`src/rtl/fpbox_pkg.sv`:
```
package fpbox_pkg;
    localparam int unsigned FLEN = 64;
    localparam int unsigned NLEN = 32;
    localparam int unsigned ULEN = FLEN - NLEN;
    localparam logic [NLEN-1:0] SP_CANON_NAN = 32'h7FC0_0000;

    typedef enum logic {
        MODE_COMPUTE = 1'b0,
        MODE_XFER    = 1'b1
    } fpbox_mode_e;

    typedef struct packed {
        logic [FLEN-1:0] opnd;
        logic [FLEN-1:0] wb;
        logic            subst;
    } fpbox_out_t;
endpackage

```
`src/rtl/fpbox_unbox.sv`:
```
module fpbox_unbox #(
    parameter int unsigned W_FULL = 64,
    parameter int unsigned W_NARROW = 32,
    parameter logic [W_NARROW-1:0] CANON = 32'h7FC0_0000
) (
    input  logic              xfer_i,
    input  logic              wide_i,
    input  logic [W_FULL-1:0] src_i,
    output logic [W_FULL-1:0] opnd_o,
    output logic              subst_o
);
    localparam int unsigned W_UP = W_FULL - W_NARROW;

    logic box_ok;

    always_comb begin
        box_ok  = &src_i[W_FULL-1:W_NARROW];
        subst_o = 1'b0;
        if (wide_i) begin
            opnd_o = src_i;
        end else if (xfer_i) begin
            opnd_o = {{W_UP{1'b0}}, src_i[W_NARROW-1:0]};
        end else if (box_ok) begin
            opnd_o = {{W_UP{1'b1}}, src_i[W_NARROW-1:0]};
        end else begin
            opnd_o  = {{W_UP{1'b1}}, CANON};
            subst_o = 1'b1;
        end
    end
endmodule

```
`src/rtl/fpbox_rebox.sv`:
```
module fpbox_rebox #(
    parameter int unsigned W_FULL = 64,
    parameter int unsigned W_NARROW = 32
) (
    input  logic              wide_i,
    input  logic [W_FULL-1:0] res_i,
    output logic [W_FULL-1:0] wb_o
);
    localparam int unsigned W_UP = W_FULL - W_NARROW;

    always_comb begin
        if (wide_i) wb_o = res_i;
        else        wb_o = {{W_UP{1'b1}}, res_i[W_NARROW-1:0]};
    end
endmodule

```
`src/rtl/fp_nanbox_unit.sv`:
```
module fp_nanbox_unit
    import fpbox_pkg::*;
#(
    parameter bit OUT_REG = 1'b1
) (
    input  logic            clk,
    input  logic            rst_n,
    input  logic            mode_i,
    input  logic            wide_i,
    input  logic [FLEN-1:0] rd_val_i,
    input  logic [FLEN-1:0] wr_val_i,
    output logic [FLEN-1:0] opnd_o,
    output logic [FLEN-1:0] wb_o,
    output logic            nan_sub_o
);
    fpbox_out_t      out_d, out_q;
    logic [FLEN-1:0] unbox_opnd, rebox_wb;
    logic            unbox_subst, is_xfer;

    assign is_xfer = (fpbox_mode_e'(mode_i) == MODE_XFER);

    fpbox_unbox #(.W_FULL(FLEN), .W_NARROW(NLEN), .CANON(SP_CANON_NAN)) u_unbox (
        .xfer_i (is_xfer),
        .wide_i (wide_i),
        .src_i  (rd_val_i),
        .opnd_o (unbox_opnd),
        .subst_o(unbox_subst)
    );

    fpbox_rebox #(.W_FULL(FLEN), .W_NARROW(NLEN)) u_rebox (
        .wide_i(wide_i),
        .res_i (wr_val_i),
        .wb_o  (rebox_wb)
    );

    always_comb begin
        out_d.opnd  = unbox_opnd;
        out_d.wb    = rebox_wb;
        out_d.subst = unbox_subst;
    end

    generate
        if (OUT_REG) begin : g_reg
            always_ff @(posedge clk) begin
                if (!rst_n) out_q <= '0;
                else        out_q <= out_d;
            end
        end else begin : g_comb
            assign out_q = out_d;
        end
    endgenerate

    assign opnd_o    = out_q.opnd;
    assign wb_o      = out_q.wb;
    assign nan_sub_o = out_q.subst;
endmodule

```
`config.mk`:
```
export PLATFORM = sky130hd
export DESIGN_NAME = fp_nanbox_unit
export DESIGN_NICKNAME = d
export VERILOG_FILES = /design/src/rtl/fpbox_pkg.sv /design/src/rtl/fpbox_unbox.sv /design/src/rtl/fpbox_rebox.sv /design/src/rtl/fp_nanbox_unit.sv
export SDC_FILE = /design/constraint.sdc
export NUM_CORES = 1
export LEC_CHECK = 0
export BUFFER_PORTS_ARGS = -buffer_cell sky130_fd_sc_hd__buf_2
export CAP_MARGIN = 20
export CORE_MARGIN = 2
export CORE_UTILIZATION = 30
export CTS_BUF_LIST = sky130_fd_sc_hd__clkbuf_8
export DETAILED_ROUTE_END_ITERATION = 8
export HOLD_SLACK_MARGIN = 0.12
export MAX_ROUTING_LAYER = met4
export PLACE_DENSITY = 0.62
export SETUP_SLACK_MARGIN = 0.3
export SYNTH_ARGS = -nofsm -noshare
export SYNTH_HDL_FRONTEND = slang
export SYNTH_HIERARCHICAL = 1
export SYNTH_SLANG_ARGS = --single-unit
```
`constraint.sdc`:
```
create_clock -name clk -period 1.3 [get_ports clk]
set_clock_uncertainty 0.2 [all_clocks]
set_input_delay 0.065 -clock clk [delete_from_list [all_inputs] [get_ports clk]]
set_output_delay 0.065 -clock clk [all_outputs]
set_load 0.01 [all_outputs]
```
# --- After elaboration in Yosys (flattened, before gate mapping) ---
# Cells that the tools add are included.
word_totals:
  regBits: 129
  output_inout_bits: 129
  word_cells: 11
op_classes:
  n_mux: 5
  n_bitwise: 1
  reduce_logical: 2
op_table:
  columns: ["cell", "count"]
  rows:
  - ["$mux W64", 3]
  - ["$mux W32", 1]
  - ["$reduce_and A32 Y1", 1]
  - ["$reduce_or A3 Y1", 1]
  - ["$mux W1", 1]
  - ["$not A1 Y1", 1]

# --- Depth between registers and ports, before layout ---
logic_depth:
  word_depth: 4
  ltp_mapped: 6
  ltp_nobuf: 5

# --- Cells and area by module ---
# Netlist, hierarchy kept.
modules_own_cells:
  columns: ["module", "instances", "cells_each", "area_each_um2"]
  rows:
  - ["fp_nanbox_unit", 1, 272, 3534.6]
  - ["fpbox_unbox", 1, 86, 584.3]
  - ["fpbox_rebox", 1, 67, 456.7]

# --- Worst setup path after synthesis ---
# No wires, ideal clock.
synth_path:
  path_kind: "input to register"
  start: "input rd_val_i[46]"
  end: "register out_q (netlist bit opnd_o[22])"
  setup_time_ns: 0.115
  arrival_time_ns: 1.035
  slack_ns: -0.050
  stages: 6
  path_cell_list: "nand4_1 > nor4_2 > a21boi_2 > buf_6 > or2_1 > and2_1"
synth_via:
  elab_chain_len: 4
synth_lines:
  columns: ["element", "line", "source"]
  rows:
  - ["start, declared", "fp_nanbox_unit.sv:10", "input logic [FLEN-1:0] rd_val_i,"]
  - ["$reduce_and A32 Y1", "fpbox_unbox.sv:17", "box_ok = &src_i[W_FULL-1:W_NARROW];"]
  - ["$mux W32", "fpbox_unbox.sv:23", "end else if (box_ok) begin"]
  - ["$mux W64", "fpbox_unbox.sv:21", "end else if (xfer_i) begin"]
  - ["$mux W64", "fpbox_unbox.sv:19", "if (wide_i) begin"]
  - ["named net unbox_opnd[22]", "fp_nanbox_unit.sv:17", "logic [FLEN-1:0] unbox_opnd, rebox_wb;"]
  - ["end signal, assigned", "fp_nanbox_unit.sv:46", "else out_q <= out_d;"]
  - ["end, declared", "fp_nanbox_unit.sv:16", "fpbox_out_t out_d, out_q;"]
# The timed path passes the listed nets, and every way through them passes these cells.
# A chain may end at the register's enable or synchronous reset.

# --- Worst setup path after layout ---
layout_path:
  start: "input rd_val_i[57]"
  end: "register out_q (netlist bit opnd_o[28])"
# Same word-level chain as after synthesis.

==> key figures <==
Critical path
  – Worst setup SP type: primary input
  – CP Capture Type: flip-flop
  – CP max stage cell: nor4_2
  – WP data required: around 1.4 ns
  – Buf/Inv on CP: 3
  – Critical Path AT: roughly 1.4 ns
  – Crit Path Class: in -> reg
  – Worst path max stage delay: 0.34 ns
  – Critical Path Fanout Max: 8
  – CP top delay family: simple AND/OR/NAND/NOR gates
  – Crit-path cells: buf_6 -> nand4_1 -> nor4_2 -> buf_4 -> a21boi_4 -> clkbuf_16 -> or2_1 -> and2_1

Run
  – Max_cap viols: 0

Logic synthesis
  – Post-synth top area cell: dfxtp_1
  – Cell variety after synth: 16
  – Mean Syn Cell Area: ~11 µm²
  – Asr flop ratio synth: 0
  – Synth top cells by count: 129 x and2_1, 129 x dfxtp_1, 32 x a21o_1, 32 x buf_4, 31 x nand2b_1
  – Main area contributors after synthesis: dfxtp_1 56%, and2_1 18%, a21o_1 5.3%
  – EDFF count, synth: 0
  – Post-Synthesis Net Count: 557
  – Register area share after synthesis: 0.564
  – Synth Cell Area: 4580 µm²
  – Top cell type's share of synthesized area: 0.564
  – Warning count from the yosys run: 6
  – Synth Flop Type: dfxtp_1
  – Yosys reg bits: roughly 130
  – Mapped Cells: between 400 and 500

Placement
  – GPL Wtd Cong: about 0.76
  – Post-Place Setup Slack: -0.360 ns
  – Placed Area: 5920 µm²
  – IO Port Bufs: 260
  – DP Wirelength: 8.33 mm

Timing
  – Setup ws final: 0.0722 ns
  – Hold slack: -0.0641 ns
  – Fin. max-slew vios: 0
  – Final Hold Fails: 103
  – Tcrit/Tclk final: 0.944
  – Final Setup Violations: 0
  – Measured slew at the worst slew-check pin: 0.350 ns
  – Slew headroom: 0.766
  – RSZ-0062 raised after global routing: yes
  – Post-layout min period: between 1 and 1.5 ns
  – F_max: 0.814 GHz

Die
  – Die Area: 16,300 µm²
  – Core footprint: 15,000 µm²
  – Num ports: 261
  – Starting Density: 0.304
  – Row count: 45
  – Chip Height: 128 µm
  – Die X-Extent: 128 µm

Min path
  – Min-delay worst type: in -> reg
  – Hold wc startpoint: rst_n
  – Hold path endpoint: opnd_o[34]$_SDFF_PN0_
  – Hold path cells: 3

Global route
  – Global route overflow: 0
  – Vias in the first global route: around 4,400
  – Initial antenna violation count: 1
  – Gr busiest metal: met2
  – Met1 Use GR: 0.171
  – M3 GR Usage: 0.0590
  – Total track usage: 0.169
  – First-pass GRT wire length: 20.8 mm
  – GRT met2 Usage: 0.293
  – Largest net degree at the start of global routing: 75

Route
  – First-iteration detailed-routing DRC count: roughly 150
  – Drt first pass iters: 4
  – DRC viols: 0
  – Via count: 4,211
  – DRT antenna net count: 0
  – Vias per inst: 4.20
  – DR WL/cell: 14.0 µm
  – DRT Wirelength: 14.1 mm

Clock network
  – Bufs on Longest Clock Path: 2
  – TritonCTS buffer count: 17
  – Clock-pin slew on the worst setup and hold paths: 0.07 ns
  – CTS sink count: 129
  – H-Tree Level Count: 4
  – Clock root buffer: clkbuf_8
  – CTS tree: yes

Outcome
  – Outcome: complete, but fails checks
  – Failing checks: negative hold slack

Pwr
  – Peak VDD IR: 0.00104 V
  – Leakage: 0.00409 µW
  – Power per Cell Area: ~1200 nW/µm²

Finish
  – Layout area overhead: 79.6%
  – Fraction of layout cells with a size suffix above 1: 0.474
  – Final Cell Area: 8220 µm²
  – Final #Nets: 933
-- power breakdown --
part           switching (µW)  internal [µW]  total (µW)  leakage, µW
sequential               83.8           4210        4290      0.00109
clock                    1590           2130        3720     0.000214
combinational             577            976        1550      0.00278
total                    2250           7320        9570      0.00409
-- area by class of cell --
type                    instances  area (µm²)
fillers                      1206        6810
diodes                          1        2.50
clock inverters                14         189
repair buffers                416        3310
well taps                     188         235
clock buffers                  18         248
flip-flops and latches        129        2650
multi-input cells             237        1580
-- worst max path at each step --
stage	startpoint	to	depth (start not counted)
after detailed placement	rd_val_i[36]	opnd_o[16]$_SDFF_PN0_	8
after CTS	rd_val_i[50]	opnd_o[16]$_SDFF_PN0_	9
final	rd_val_i[57]	opnd_o[28]$_SDFF_PN0_	8
after global routing	rd_val_i[57]	opnd_o[28]$_SDFF_PN0_	8
after floorplan	rd_val_i[36]	opnd_o[22]$_SDFF_PN0_	6
after global placement	rd_val_i[36]	opnd_o[29]$_SDFF_PN0_	7
-- routing by layer --
metal	vias up	wire length, µm
met3	38	1040
met4	0	503
met1	1938	5410
met5	-	0
li1	2043	-
met2	192	7140
-- sequential cells by signal (all words and copies together) (netlist names) --
register	flops
nan_sub_o	1
wb_o	64
opnd_o	64
-- metrics by stage --
stage	total power, µW	setup TNS [ns]	std cells	util
after floorplan	4930	-0.592	425	-
after global placement	5390	-9.33	840	0.394
after detailed placement	5410	-10.23	840	0.394
after CTS	9520	0	1000	0.520
after global routing	10000	0	1003	0.547
final	9570	0	1003	0.547
-- logic make-up (layout without fill, tap and decap cells) --
logic type,Yosys count,count (layout),synth area share
AOI/OAI and AO/OA,33,33,0.0550
and+or+nand+nor,204,204,0.283
DFF,129,129,0.564
buffers and inverters,59,448,0.0979
other,0,1,0
-- layout by cell type (no fill, tap or decap), types with 2 or more instances in the layout --
cell type,count
a21o_1,32
clkbuf_8,18
clkinv_4,3
buf_6,65
dfxtp_2,57
and2b_1,3
nor2b_1,17
and2_1,127
buf_4,21
and2_4,2
dlymetal6s4s_1,10
clkinv_2,4
buf_12,5
dfxtp_1,72
clkinvlp_4,3
buf_2,195
nor2b_2,2
bufinv_16,4
nand4_1,8
or2_1,9
nand2b_1,31
dlygate4sd3_1,118
-- repair_timing --
item,CTS,global route
endpoints found under the setup margin,160,174
cloned,0,1
hold buffers,127,1
gates resized for setup,51,98
setup buffers,1,0
endpoints found under the hold margin,129,129
pin swaps,0,4
Note: power is estimated with default switching activity, not from simulation.
